File: src/rtl/cfgload_pkg.sv
// Shared definitions for the configuration load sequencer: state
// encoding, stream marker constants and the word-wide CRC-32 step.
package cfgload_pkg;

    typedef enum logic [3:0] {
        ST_HOLD,
        ST_CLEAR,
        ST_MODE,
        ST_WIDTH,
        ST_SYNC,
        ST_ID,
        ST_LOAD,
        ST_CRC,
        ST_LOCK,
        ST_IOEN,
        ST_DONE,
        ST_ERR
    } cfg_state_t;

    localparam logic [31:0] SYNC_PATTERN = 32'hAA99_5566;
    localparam logic [7:0]  WIDTH_MARK   = 8'hBB;
    localparam logic [7:0]  WIDE_TAG     = 8'h99;
    localparam logic [31:0] CRC_POLY     = 32'h04C1_1DB7;

    // Advance a CRC-32 register over one 32-bit word, MSB first.
    function automatic logic [31:0] crc32_step(input logic [31:0] acc,
                                               input logic [31:0] data);
        logic [31:0] c;
        logic        fb;
        c = acc;
        for (int i = 31; i >= 0; i--) begin
            fb = c[31] ^ data[i];
            c  = {c[30:0], 1'b0};
            if (fb) c = c ^ CRC_POLY;
        end
        return c;
    endfunction

endpackage

File: src/rtl/cfgload_clkgen.sv
// Configuration clock front end.
// Master: divides clk to produce cfg clock, strobe on its rising edge.
// Slave: synchronises the external clock, strobe on its rising edge.
// Assumes the external clock is much slower than clk (>= 4 clk per phase)
// and CCLK_DIV >= 1, so strobes are at least two cycles apart.
module cfgload_clkgen #(
    parameter int unsigned CCLK_DIV = 2,
    localparam int unsigned CW = (CCLK_DIV > 1) ? $clog2(CCLK_DIV) : 1
) (
    input  logic clk,
    input  logic rst_n,
    input  logic en,
    input  logic master,
    input  logic ext_clk,
    output logic cclk_out,
    output logic strobe
);
    localparam logic [CW-1:0] DIV_LAST = CW'(CCLK_DIV - 1);

    logic [CW-1:0] div_cnt;
    logic          cclk_q;
    logic [2:0]    ext_sync;
    logic          div_wrap;

    assign div_wrap = (div_cnt == DIV_LAST);

    // Divider and output clock toggle for master mode.
    always_ff @(posedge clk) begin
        if (!rst_n) begin
            div_cnt <= '0;
            cclk_q  <= 1'b0;
        end else if (!en || !master) begin
            div_cnt <= '0;
            cclk_q  <= 1'b0;
        end else if (div_wrap) begin
            div_cnt <= '0;
            cclk_q  <= ~cclk_q;
        end else begin
            div_cnt <= div_cnt + CW'(1);
        end
    end

    // Two-flop synchroniser plus edge history for the slave clock.
    always_ff @(posedge clk) begin
        if (!rst_n) ext_sync <= '0;
        else        ext_sync <= {ext_sync[1:0], ext_clk};
    end

    // Strobe: the sample point of one data transfer.
    always_comb begin
        if (!en)         strobe = 1'b0;
        else if (master) strobe = div_wrap && !cclk_q;
        else             strobe = ext_sync[1] && !ext_sync[2];
    end

    assign cclk_out = cclk_q;

endmodule

File: src/rtl/cfgload_wordasm.sv
// Assembles transfers into 32-bit words, first transfer most significant.
// Serial: bit 0 of din, 32 per word. Byte-wide: 8 bits x4 or 16 bits x2.
// unit_vld pulses the cycle after each strobe with the shifted window in
// win; word_vld pulses on the same cycle when a word boundary is reached.
// restart realigns the boundary; it never coincides with a strobe.
module cfgload_wordasm (
    input  logic        clk,
    input  logic        rst_n,
    input  logic        strobe,
    input  logic [15:0] din,
    input  logic        par,
    input  logic        wide,
    input  logic        restart,
    output logic [31:0] win,
    output logic        unit_vld,
    output logic        word_vld
);
    logic [4:0]  unit_cnt;
    logic [4:0]  last_unit;
    logic [31:0] shifted;

    // Transfers per word minus one, and the shifted window for each width.
    always_comb begin
        if (!par) begin
            last_unit = 5'd31;
            shifted   = {win[30:0], din[0]};
        end else if (!wide) begin
            last_unit = 5'd3;
            shifted   = {win[23:0], din[7:0]};
        end else begin
            last_unit = 5'd1;
            shifted   = {win[15:0], din};
        end
    end

    // Shift window, transfer counter and valid pulses.
    always_ff @(posedge clk) begin
        if (!rst_n) begin
            win      <= '0;
            unit_cnt <= '0;
            unit_vld <= 1'b0;
            word_vld <= 1'b0;
        end else begin
            unit_vld <= strobe;
            word_vld <= 1'b0;
            if (restart) begin
                unit_cnt <= '0;
            end else if (strobe) begin
                win <= shifted;
                if (unit_cnt >= last_unit) begin
                    unit_cnt <= '0;
                    word_vld <= 1'b1;
                end else begin
                    unit_cnt <= unit_cnt + 5'd1;
                end
            end
        end
    end

endmodule

File: src/rtl/cfgload_crc.sv
// Running CRC-32 accumulator: init loads all ones, upd folds in one word.
module cfgload_crc (
    input  logic        clk,
    input  logic        rst_n,
    input  logic        init,
    input  logic        upd,
    input  logic [31:0] data,
    output logic [31:0] acc
);
    import cfgload_pkg::*;

    // Accumulator register.
    always_ff @(posedge clk) begin
        if (!rst_n)    acc <= '1;
        else if (init) acc <= '1;
        else if (upd)  acc <= crc32_step(acc, data);
    end

endmodule

File: src/rtl/cfgload_fmem.sv
// Frame store model: one synchronous write port, one asynchronous read
// port. Contents are not reset; the sequencer clears them on every start.
module cfgload_fmem #(
    parameter int unsigned DEPTH = 8,
    parameter int unsigned AW    = 3
) (
    input  logic          clk,
    input  logic          wr_en,
    input  logic [AW-1:0] wr_addr,
    input  logic [31:0]   wr_data,
    input  logic [AW-1:0] rd_addr,
    output logic [31:0]   rd_data
);
    logic [31:0] store [DEPTH];

    // Write port.
    always_ff @(posedge clk) begin
        if (wr_en) store[wr_addr] <= wr_data;
    end

    assign rd_data = store[rd_addr];

endmodule

File: src/rtl/cfgload_seq.sv
// Configuration load sequencer top.
// Flow: hold -> clear store -> sample mode -> width marker (byte-wide)
// -> sync hunt -> device ID -> DEPTH frame words -> CRC word -> staged
// startup (reset release, optional lock wait, output enable, done).
// Assumes DEPTH >= 1 and CCLK_DIV >= 1; mode pins stay stable during a load.
module cfgload_seq #(
    parameter int unsigned DEPTH    = 8,
    parameter logic [31:0] DEV_ID   = 32'h1D5E_0A37,
    parameter int unsigned CCLK_DIV = 2,
    localparam int unsigned AW = (DEPTH > 1) ? $clog2(DEPTH) : 1
) (
    input  logic          clk,
    input  logic          rst_n,
    input  logic          prog_n,
    input  logic [1:0]    mode_pins,
    input  logic          lock_wait_en,
    input  logic          clk_locked,
    input  logic          cfg_clk_in,
    output logic          cfg_clk_out,
    input  logic [15:0]   cfg_din,
    input  logic [AW-1:0] mem_rd_addr,
    output logic [31:0]   mem_rd_data,
    output logic          core_rst_n,
    output logic          io_en,
    output logic          done,
    output logic          err
);
    import cfgload_pkg::*;

    localparam logic [AW-1:0] LAST_IDX = AW'(DEPTH - 1);

    cfg_state_t    st, st_nx;
    logic [AW-1:0] idx;
    logic          is_master, is_par, wide, wait_lock;
    logic          strobe, unit_vld, word_vld;
    logic [31:0]   win, crc_acc, mem_wd;
    logic          restart, crc_init, crc_upd, mem_we;
    logic          gen_en, sync_hit;

    assign gen_en = (st == ST_WIDTH) || (st == ST_SYNC) || (st == ST_ID) ||
                    (st == ST_LOAD)  || (st == ST_CRC);

    // Serial hunts on every bit, byte-wide only on word boundaries.
    assign sync_hit = (win == SYNC_PATTERN) && (is_par ? word_vld : unit_vld);

    cfgload_clkgen #(.CCLK_DIV(CCLK_DIV)) clkgen_i (
        .clk      (clk),
        .rst_n    (rst_n),
        .en       (gen_en),
        .master   (is_master),
        .ext_clk  (cfg_clk_in),
        .cclk_out (cfg_clk_out),
        .strobe   (strobe)
    );

    cfgload_wordasm wordasm_i (
        .clk      (clk),
        .rst_n    (rst_n),
        .strobe   (strobe),
        .din      (cfg_din),
        .par      (is_par),
        .wide     (wide),
        .restart  (restart),
        .win      (win),
        .unit_vld (unit_vld),
        .word_vld (word_vld)
    );

    cfgload_crc crc_i (
        .clk   (clk),
        .rst_n (rst_n),
        .init  (crc_init),
        .upd   (crc_upd),
        .data  (win),
        .acc   (crc_acc)
    );

    cfgload_fmem #(.DEPTH(DEPTH), .AW(AW)) fmem_i (
        .clk     (clk),
        .wr_en   (mem_we),
        .wr_addr (idx),
        .wr_data (mem_wd),
        .rd_addr (mem_rd_addr),
        .rd_data (mem_rd_data)
    );

    // Next-state and per-cycle control decode.
    always_comb begin
        st_nx    = st;
        restart  = 1'b0;
        crc_init = 1'b0;
        crc_upd  = 1'b0;
        mem_we   = 1'b0;
        mem_wd   = '0;
        case (st)
            ST_HOLD:  st_nx = ST_CLEAR;
            ST_CLEAR: begin
                mem_we = 1'b1;
                if (idx == LAST_IDX) st_nx = ST_MODE;
            end
            ST_MODE: begin
                restart = 1'b1;
                st_nx   = mode_pins[1] ? ST_WIDTH : ST_SYNC;
            end
            ST_WIDTH: begin
                if (unit_vld && (win[7:0] == WIDTH_MARK)) begin
                    restart = 1'b1;
                    st_nx   = ST_SYNC;
                end
            end
            ST_SYNC: begin
                if (sync_hit) begin
                    restart  = 1'b1;
                    crc_init = 1'b1;
                    st_nx    = ST_ID;
                end
            end
            ST_ID: begin
                if (word_vld) begin
                    crc_upd = 1'b1;
                    st_nx   = (win == DEV_ID) ? ST_LOAD : ST_ERR;
                end
            end
            ST_LOAD: begin
                if (word_vld) begin
                    mem_we  = 1'b1;
                    mem_wd  = win;
                    crc_upd = 1'b1;
                    if (idx == LAST_IDX) st_nx = ST_CRC;
                end
            end
            ST_CRC: begin
                if (word_vld) st_nx = (win == crc_acc) ? ST_LOCK : ST_ERR;
            end
            ST_LOCK:  if (!wait_lock || clk_locked) st_nx = ST_IOEN;
            ST_IOEN:  st_nx = ST_DONE;
            ST_DONE:  st_nx = ST_DONE;
            ST_ERR:   st_nx = ST_ERR;
            default:  st_nx = ST_HOLD;
        endcase
        if (!prog_n) begin
            st_nx  = ST_HOLD;
            mem_we = 1'b0;
        end
    end

    // State register and registered startup outputs decoded from next state.
    always_ff @(posedge clk) begin
        if (!rst_n) begin
            st         <= ST_HOLD;
            core_rst_n <= 1'b0;
            io_en      <= 1'b0;
            done       <= 1'b0;
            err        <= 1'b0;
        end else begin
            st         <= st_nx;
            core_rst_n <= (st_nx == ST_LOCK) || (st_nx == ST_IOEN) ||
                          (st_nx == ST_DONE);
            io_en      <= (st_nx == ST_IOEN) || (st_nx == ST_DONE);
            done       <= (st_nx == ST_DONE);
            err        <= (st_nx == ST_ERR);
        end
    end

    // Store index, latched mode settings and detected bus width.
    always_ff @(posedge clk) begin
        if (!rst_n) begin
            idx       <= '0;
            is_master <= 1'b0;
            is_par    <= 1'b0;
            wide      <= 1'b1;
            wait_lock <= 1'b0;
        end else begin
            if (st == ST_HOLD || st == ST_ID)
                idx <= '0;
            else if (mem_we)
                idx <= (idx == LAST_IDX) ? '0 : idx + AW'(1);
            if (st == ST_MODE) begin
                is_master <= mode_pins[0];
                is_par    <= mode_pins[1];
                wait_lock <= lock_wait_en;
                wide      <= 1'b1;
            end else if (st == ST_WIDTH && st_nx == ST_SYNC) begin
                wide <= (win[15:8] == WIDE_TAG);
            end
        end
    end

endmodule

File: config.mk
export PLATFORM = sky130hd
export DESIGN_NAME = cfgload_seq
export DESIGN_NICKNAME = d
export VERILOG_FILES = /design/src/rtl/cfgload_pkg.sv /design/src/rtl/cfgload_clkgen.sv /design/src/rtl/cfgload_wordasm.sv /design/src/rtl/cfgload_crc.sv /design/src/rtl/cfgload_fmem.sv /design/src/rtl/cfgload_seq.sv
export SDC_FILE = /design/constraint.sdc
export NUM_CORES = 1
export LEC_CHECK = 0
export ABC_AREA = 1
export BUFFER_PORTS_ARGS = -buffer_cell sky130_fd_sc_hd__buf_4
export CORE_AREA = 2 2 224 226
export DETAILED_ROUTE_END_ITERATION = 16
export DIE_AREA = 0 0 226 228
export GPL_TIMING_DRIVEN = 0
export PLACE_DENSITY = 0.59
export SYNTH_ARGS = -nofsm -noshare
export SYNTH_HDL_FRONTEND = slang
export SYNTH_SLANG_ARGS = --single-unit
File: constraint.sdc
create_clock -name clk -period 4.46 [get_ports clk]
set_input_delay 0.669 -clock clk [delete_from_list [all_inputs] [get_ports clk]]
set_output_delay 0.669 -clock clk [all_outputs]
set_load 0.005 [all_outputs]
==> results of run 1 <==
[layout by cell type, fill, tap and decap left out, drive strengths merged]
master / n
a221oi: 4
or2: 6
a21boi: 1
o21ai: 231
a31oi: 35
buf: 92
dfxtp: 91
a211oi: 3
nand3: 176
nand2: 645
o21bai: 2
mux2i: 1
bufinv: 4
edfxtp: 256
nand3b: 2
clkinvlp: 2
xnor2: 29
a21oi: 88
nor3: 12
clkbuf: 121
xor2: 88
inv: 180
o2111ai: 1
nor2: 317
nand2b: 1
a21o: 2
o211ai: 16
nand4: 21
ha: 9
nor4: 12
o31ai: 1
clkinv: 19
and3: 1
o22ai: 37
[power breakdown]
group / total [W] / internal [W] / switching [W] / leakage [nW]
Clock: 0.00316 / 0.00184 / 0.00132 / 0.601
Combinational: 0.000280 / 0.0000989 / 0.000181 / 5.27
Sequential: 0.00344 / 0.00344 / 0.00000414 / 2.69
Total: 0.00688 / 0.00537 / 0.00151 / 8.56
[cell families (layout without fill, tap and decap cells)]
logic type / count (synthesis) / in the layout / synth area share, %
muxes: 1 / 1 / 0.0514
xor gates and xnor gates: 117 / 117 / 5.65
AOI/OAI and AO/OA: 421 / 421 / 11.7
DFF: 347 / 347 / 48.8
buffers and inverters: 270 / 418 / 5.31
adders and majority gates: 9 / 9 / 0.578
and+or+nand+nor: 1193 / 1193 / 27.9
[synth_stat cells, drive strengths merged]
cell type and instances:
nor3 12, a31oi 35, nand4 21, dfxtp 91, buf 13, a221oi 4
nor2 317, nand2 645, clkinv 4, mux2i 1, o21ai 231, a211oi 3
inv 178, nor4 12, o21bai 2, nand3 176, a21oi 88, or2 6
a21o 2, edfxtp 256, xnor2 29, clkbuf 75, nand2b 1, o211ai 16
a21boi 1, o22ai 37, nand3b 2, ha 9, o2111ai 1, xor2 88
and3 1, o31ai 1
[sequential cells by signal, summed over array words and instances, names as in the netlist, 3 cells and up]
name	flops
wordasm_i.unit_cnt	5
st	4
wordasm_i.win	32
crc_i.acc	32
fmem_i.store	256
idx	3
clkgen_i.ext_sync	3
[worst max-delay path, delay by kind of cell]
kind | cells | cell delay [ns]
and+or+nand+nor | 2 | 0.15
buffers and inverters | 6 | 1.75
AOI/OAI and AO/OA | 2 | 0.55
[cell type report]
cell class                 instances  area share, %
clock buffer                      46           4.44
inverter                         182           3.07
clock inverter                    23           1.17
multi-input combinational       1741           40.3
buffer                            88           1.56
timing repair buffer              79           3.08
sequential                       347           42.6
tap                              672           3.77
[worst min-delay path by stage]
| stage | to | slack (ns) | cells past startpoint |
|---|---|---|---|
| 4_1_cts | clkgen_i.ext_sync[0] | 0.28 | 3 |
| 3_5_place_dp | clkgen_i.div_cnt | 0.41 | 1 |
| 6_report | clkgen_i.ext_sync[0] | 0.30 | 3 |
| 5_1_grt | clkgen_i.ext_sync[0] | 0.29 | 3 |
| 3_3_place_gp | clkgen_i.ext_sync[1] | 0.40 | 2 |
| 2_1_floorplan | clkgen_i.ext_sync[1] | 0.39 | 2 |
[metal layers]
metal  vias up  routed length (um)  GRT usage (%)
li1       8173                   -              -
met1      8083               27600           33.0
met2       595               30200           40.9
met3       118                3980           3.76
met4         4                2450           10.0
met5         -                  26              0
[metrics by stage]
stage | setup slack [ns] | power [W] | hold WS, ns
after floorplan | 0.504 | 0.00365 | 0.390
after global placement | -1.90 | 0.00379 | 0.397
after detailed placement | 0.610 | 0.00379 | 0.410
after CTS | 0.602 | 0.00694 | 0.276
after global routing | 0.477 | 0.00710 | 0.291
final | 0.651 | 0.00688 | 0.297
==> results_dict.tcl, run 1 <==
set metrics [dict create \
    grt.total_usage_pct 24.9 \
    tightest_slew_ns 0.965 \
    hold_buffers 0 \
    yosysSeqAreaShare_pct 48.8 \
    synth_top_area_cell "edfxtp_1" \
    cp_slowest_stage_delay_ns 0.54 \
    cp_max_fo 10 \
    wire_per_inst_um 20.2 \
    cp-start-kind "primary input" \
    ys_seq_elements 347 \
    yosysUniqueCellTypes 49 \
    cts_setup_buffers 0 \
    rows 82 \
    grt_start_max_net_pins 24 \
    antenna_found_initial 2 \
    grt_pass1_vias 16025 \
    fin_util_pct 45.2 \
    cts_resized 0 \
    drt_iter0_drc 1540 \
    cp_slowest_cell "clkbuf_1" \
    gp_congestion 0.985 \
    fin_skew_ns 0.0244 \
    insertion_delay_ns 0.57 \
    required_ns 3.79 \
    path_cells "buf_4, inv_1, clkbuf_1, clkbuf_1, clkbuf_1, nor2_1, o22ai_1, nor2_1, a31oi_1, buf_4" \
    vias 16973 \
    worstReg2RegEnd "io_en" \
    clk_pin_slew_ns 0.06 \
    worstSetupEndpointType "output port" \
    r2r_cells 12 \
    core_region_area_sq_um 49300 \
    period_share_pct 85.4 \
    drt_first_pass_iters 5 \
    ys_warn_count 0 \
    critPathLaunch "mem_rd_addr[0]" \
    placed_cell_area_sq_um 21100 \
    min_path_type "in -> reg" \
    synthDominantCellAreaShare_pct 39.5 \
    die_h_um 228 \
    die_w_um 226 \
    slew_viol_final 0 \
    overflow 0 \
    cpMostUsedCell "clkbuf_1" \
    drc 0 \
    vias_per_cell 5.34 \
    placedCellCount 3109 \
    fp.dieArea_sq_um 51500 \
    p_leak_nw 8.56 \
    root_buffer "clkbuf_16" \
    multi_input_area_sq_um 8980 \
    area_delta_synth_final_pct 14.5 \
    final_area_sq_um 22300 \
    worstSetupEndpoint "mem_rd_data[11]" \
    syn_inst 2358 \
    final-seq-area_sq_um 9510 \
    r2r_start "wordasm_i.win[6]" \
    grt_pass1_wl_um 96900 \
    finalSetupTns_ns 0 \
    drive_gt1_share_pct 12.6 \
    rsz0062_at_grt "false" \
    synth_area_sq_um 19500 \
    fin_nets 2513 \
    dp.final_hpwl_um 49000 \
    worst-setup-path-type "in -> out" \
    instances_no_fill 3178 \
    powerDensity_nw_per_um2 308 \
    outcome "finished, final reports clean" \
    fmax_ghz 0.263 \
    num_antenna_cells 0 \
    rrSetupSlack_ns 0.79 \
    io_pins 64 \
    avgSynthCellArea_sq_um 8.26 \
    ant_nets 0 \
    slew-limit-headroom_pct 35.3 \
    fillers 4845 \
    hold_viol 0 \
    wl_um 64300 \
    drv_cap 0 \
    synth_fp_nets 2394 \
    clockBufferDepth 3 \
    htree_levels 2 \
    setup_viol 0 \
    cts_sinks 347 \
    cp.arrival_ns 3.14 \
    finalCriticalPeriod_ns 3.81 \
    port_buffers 63 \
    vdd_drop_max_uv 261 \
    min_from "cfg_clk_in" \
    cts_buffers 38 \
    initial_core_util_pct 39.5 \
    synth_area_leaders "edfxtp_1 (39%), nand2_1 (10%), dfxtp_1 (9.4%)" \
    cts_tree "built" \
]
No activity file was read; power rests on OpenSTA's default activity.
==> inputs of run 2 (changes only) <==
- ABC_AREA: 1 -> not set
- CORE_AREA: 2 2 224 226 -> 2 2 212 214
- DIE_AREA: 0 0 226 228 -> 0 0 214 216
- SLEW_MARGIN: not set -> 20
==> run 2 against run 1 <==
First-iteration DRC count down 46%. Largest power group unchanged. Die area down 10%. Critical endpoint is now crc_i.acc[9]. Final area down 9.5%. Hold slack better by 0.054 ns. Largest cell class unchanged.
==> results_dict.tcl, run 2 <==
set metrics [dict create \
    mostFrequentLayoutCells "edfxtp_1 (256), xnor2_1 (169), nor2_1 (102)" \
    die_h_um 216 \
    antenna_found_initial 0 \
    dp.final_hpwl_um 32000 \
    tightest_slew_ns 0.971 \
    ant_nets 0 \
    io_pins 64 \
    cp_max_fo 7 \
    fin_nets 1380 \
    cts_buffers 38 \
    ys_warn_count 0 \
    die_w_um 214 \
    p_leak_nw 6.68 \
    drt_first_pass_iters 5 \
    area_delta_synth_final_pct 15.7 \
    path_cells "xnor2_2, xor2_2, xnor3_4, xnor3_4, xor3_4, xnor2_4, xnor3_1, nor2_1, o21ai_1" \
    finalCriticalPeriod_ns 4.15 \
    r2r_cells 9 \
    synth_top_area_cell "edfxtp_1" \
    worstReg2RegEnd "crc_i.acc[9]" \
    synth_ff_type "edfxtp_1" \
    synth.most_common_cell "edfxtp_1" \
    clockBufferDepth 3 \
    period_share_pct 93.0 \
    cp_slowest_cell "xnor3_4" \
    num_antenna_cells 0 \
    synth_edf_count 256 \
    outcome "finished, final reports clean" \
    powerDensity_nw_per_um2 331 \
    cts_setup_buffers 0 \
    drc 0 \
    yosysSeqAreaShare_pct 54.5 \
    hold_viol 0 \
    cp.arrival_ns 4.56 \
    rsz0062_at_grt "false" \
    grt_start_max_net_pins 21 \
    slew_viol_final 0 \
    overflow 0 \
    synth_area_sq_um 17400 \
    path_delay_family "XOR/XNOR gates" \
    reg_top3 "fmem_i.store x256, crc_i.acc x32, wordasm_i.win x32" \
    placedCellCount 1896 \
    power.total_w 0.00667 \
    async_reset_ff_share_pct 0 \
    worst-path-buf-inv 0 \
    fillers 3957 \
    grt.total_usage_pct 18.9 \
    yosysUniqueCellTypes 61 \
    vdd_drop_max_uv 250 \
    final_area_sq_um 20200 \
    vias 10423 \
    synthDominantCellAreaShare_pct 44.1 \
    synth_fp_nets 1248 \
    drive_gt1_share_pct 21.8 \
    instances_no_fill 1964 \
    wire_per_inst_um 22.3 \
    placed_cell_area_sq_um 19000 \
    final_common_cell "edfxtp_1" \
    gp_congestion 0.864 \
    min_from "cfg_clk_in" \
    fin_skew_ns 0.0183 \
    avgSynthCellArea_sq_um 14.4 \
    fmax_ghz 0.241 \
    hold_buffers 0 \
    fp.dieArea_sq_um 46200 \
    min_path_type "in -> reg" \
    drv_cap 0 \
    grt_pass1_wl_um 65800 \
    htree_levels 2 \
    grt_pass1_vias 10276 \
    initial_core_util_pct 39.8 \
    min_to "clkgen_i.ext_sync[0]" \
    root_buffer "clkbuf_16" \
    core_region_area_sq_um 43800 \
    cpMostUsedCell "xnor3_4" \
    wl_um 43700 \
    cts_tree "built" \
    port_buffers 60 \
    setup_viol 0 \
    required_ns 4.87 \
    syn_inst 1212 \
    synth_area_leaders "edfxtp_1 (44%), dfxtp_1 (10%), xnor2_1 (8.5%)" \
    vias_per_cell 5.31 \
    hold_depth 2 \
    clk_pin_slew_ns 0.06 \
    rows 77 \
    r2r_start "wordasm_i.win[29]" \
    cp-start-kind "flop" \
    worstSetupEndpointType "flop" \
    drt_iter0_drc 825 \
    insertion_delay_ns 0.54 \
    worst-setup-path-type "reg -> reg" \
    slew-limit-headroom_pct 35.2 \
    cp_slowest_stage_delay_ns 0.63 \
    synthTopCellsByCount "edfxtp_1 (256), xnor2_1 (170), nor2_1 (104)" \
    ys_seq_elements 347 \
    top_register "fmem_i.store" \
    largest_register_ffs 256 \
    cts_sinks 347 \
    rrSetupSlack_ns 0.31 \
]
## run 2: cell type report
class	count	area [sq um]	area share (%)
Sequential cell	347	9510	47.1
Inverter	8	30.0	0.149
Multi-Input combinational cell	784	7680	38.1
Clock inverter	12	141	0.700
Tap cell	592	741	3.67
Buffer	73	278	1.38
Timing Repair Buffer	92	742	3.68
Clock buffer	56	1060	5.25
## run 2: layer usage
layer | global-route usage, % | share of wire, % | vias up
met5 | 0 | 0 | -
met4 | 4.29 | 1.9 | 0
li1 | - | - | 4756
met2 | 31.2 | 48 | 299
met1 | 26.1 | 45 | 5310
met3 | 3.06 | 5.5 | 58
## run 2: how the worst max path moves through the flow
stage | slack [ns] | from | endpoint | cells after the start
after detailed placement | 0.13 | wordasm_i.win[29] | crc_i.acc[9] | 9
after CTS | 0.10 | wordasm_i.win[29] | crc_i.acc[9] | 9
after global placement | -2.80 | st[0] | fmem_i.store[4][24] | 6
after floorplan | 0.21 | st[0] | fmem_i.store[3][0] | 7
after global routing | 0.17 | wordasm_i.win[29] | crc_i.acc[9] | 9
final | 0.31 | wordasm_i.win[29] | crc_i.acc[9] | 9
## run 2: kinds of logic after synthesis
kind of cell / Yosys count / synth area share (%)
flops: 347 / 54.5
xor+xnor: 274 / 19.1
buf+inv: 81 / 1.75
simple gates: 256 / 7.24
compound gates: 110 / 4.16
fa+ha+maj: 9 / 0.646
mux: 135 / 12.6
## run 2: repair_timing
action	in CTS	in global routing
hold endpoints to repair	0	0
resized for setup	0	2
setup endpoints to repair	0	2
## run 2: per-stage QoR
stage                     utilization (%)  TNS, ns  hold WS, ns  setup slack (ns)
after global placement               42.5  -499.69        0.415             -2.80
after global routing                 46.0        0        0.340             0.173
after CTS                            46.0        0        0.333             0.104
after detailed placement             43.3        0        0.420             0.128
after floorplan                         -        0        0.412             0.213
final                                46.0        0        0.351             0.310
## run 2: power by group
| group | leakage [nW] | switching, W | total [W] | internal [W] |
|---|---|---|---|---|
| Sequential | 2.66 | 0.00000296 | 0.00343 | 0.00343 |
| Clock | 0.577 | 0.00127 | 0.00305 | 0.00178 |
| Combinational | 3.44 | 0.000100 | 0.000193 | 0.0000921 |
==> inputs of run 3 (changes only) <==
- BUFFER_PORTS_ARGS: -buffer_cell sky130_fd_sc_hd__buf_4 -> -buffer_cell sky130_fd_sc_hd__buf_2
- HOLD_SLACK_MARGIN: not set -> 0.06
==> run 3 against run 2 <==
Critical path depth did not move. Die area unchanged. Combinational power is 7% lower. Count of clock-buffer cells in the layout down 6. Total power decreased by 1.4%. Register-to-register slack got worse by 0.15 ns. Via count decreased by 0.92%. Non-clock buffer count grew 2. Setup slack worse by 0.15 ns. Clock skew rose by 0.0024 ns. Critical path type unchanged. Highest routed layer unchanged.
==> results_dict.tcl, run 3 (synthesized netlist as in run 2, its figures left out) <==
set metrics [dict create \
    reg_top3 "fmem_i.store x256, crc_i.acc x32, wordasm_i.win x32" \
    power.total_w 0.00658 \
    num_antenna_cells 0 \
    drv_cap 0 \
    wire_per_inst_um 22.2 \
    cts_buffers 36 \
    hold_buffers 0 \
    tightest_slew_ns 0.939 \
    slew-limit-headroom_pct 37.4 \
    initial_core_util_pct 39.8 \
    vias 10327 \
    powerDensity_nw_per_um2 328 \
    cts_resized 0 \
    worstSetupEndpointType "flop" \
    pre_cts_slack_ns 0.138 \
    worst-setup-path-type "reg -> reg" \
    overflow 0 \
    cts_sinks 347 \
    path_cells "xnor2_1, xor3_4, xnor2_2, xnor3_2, xnor2_2, xnor2_1, xnor3_1, nor2_1, o21ai_1" \
    final_area_sq_um 20000 \
    insertion_delay_ns 0.55 \
    top_layer "met4" \
    dp.final_hpwl_um 31800 \
    wl_met2_um 21200 \
    drt_iter0_drc 807 \
    grt_pass1_vias 10312 \
    grt.total_usage_pct 18.9 \
    fmax_ghz 0.232 \
    rsz0062_at_grt "false" \
    htree_levels 2 \
    cp_slowest_stage_delay_ns 0.69 \
    largest_register_ffs 256 \
    slew_viol_final 0 \
    routed-wl-met3_um 1990 \
    final_common_cell "edfxtp_1" \
    antenna_found_initial 0 \
    vias_per_cell 5.26 \
    cts_tree "built" \
    cp_max_fo 7 \
    top_register "fmem_i.store" \
    clockBufferDepth 3 \
    drc 0 \
    placedCellCount 1898 \
    area_delta_synth_final_pct 14.9 \
    rows 77 \
    fin_skew_ns 0.0207 \
    drive_gt1_share_pct 22.0 \
    mostFrequentLayoutCells "edfxtp_1 (256), xnor2_1 (170), nor2_1 (102)" \
    setup_viol 0 \
    wl_um 43600 \
    cp-start-kind "flop" \
    setup_ws_ns 0.159 \
    fp.dieArea_sq_um 46200 \
    holdWs_ns 0.357 \
    core_region_area_sq_um 43800 \
    die_h_um 216 \
    cp.arrival_ns 4.72 \
    fin_nets 1380 \
    io_pins 64 \
    outcome "finished, final reports clean" \
    drt_first_pass_iters 5 \
    p_leak_nw 6.61 \
    period_share_pct 96.4 \
    met1_length_um 19700 \
    die_w_um 214 \
    root_buffer "clkbuf_16" \
    min_path_type "in -> reg" \
    port_buffers 60 \
    vdd_drop_max_uv 265 \
    instances_no_fill 1964 \
    cts_setup_buffers 0 \
    placed_cell_area_sq_um 18900 \
    grt_start_max_net_pins 18 \
    clk_pin_slew_ns 0.06 \
    gp_congestion 0.871 \
    required_ns 4.87 \
    cp_slowest_cell "xnor2_1" \
    hold_viol 0 \
    grt_pass1_wl_um 66100 \
    ant_nets 0 \
    finalCriticalPeriod_ns 4.30 \
]
-- run 3: report_power, final --
group / total [W] / switching, W / internal, W
sequential: 0.00343 / 0.00000289 / 0.00343
combinational: 0.000179 / 0.0000997 / 0.0000797
clock: 0.00297 / 0.00126 / 0.00171
-- run 3: cell type report --
class,count,area (sq um)
plain buffers,73,278
clock buffers,50,1000
clock inverters,16,168
fillers,3914,23800
inverters,8,30.0
multi-input cells,784,7670
flip-flops and latches,347,9510
well taps,592,741
repair buffers,94,631
-- run 3: critical path: cells and delay by family (launching register included) --
family | cells | cell delay (ns)
AOI/OAI and AO/OA | 1 | 0.07
xor gates and xnor gates | 7 | 3.50
DFF | 1 | 0.45
and+or+nand+nor | 1 | 0.14
-- run 3: layer usage --
layer / global-route usage, % / vias to the layer above
met5: 0 / -
met3: 2.45 / 46
met1: 26.5 / 5267
met2: 31.7 / 277
met4: 3.73 / 0
li1: - / 4737
-- run 3: worst paths after layout --
path / from / to / cells past startpoint / slack [ns]
worst min register to register: clkgen_i.ext_sync[0] / clkgen_i.ext_sync[1] / 1 / 0.43
worst max register to register: wordasm_i.win[22] / crc_i.acc[9] / 9 / 0.16
worst max-delay path: wordasm_i.win[22] / crc_i.acc[9] / 9 / 0.16
worst min-delay path: cfg_clk_in / clkgen_i.ext_sync[0] / 2 / 0.36
-- run 3: through the flow --
stage               util, %  setup TNS (ns)
finish                 45.7               0
global route           45.7               0
CTS                    45.7               0
detailed placement     43.0               0
global placement       42.2         -517.17
floorplan                 -               0
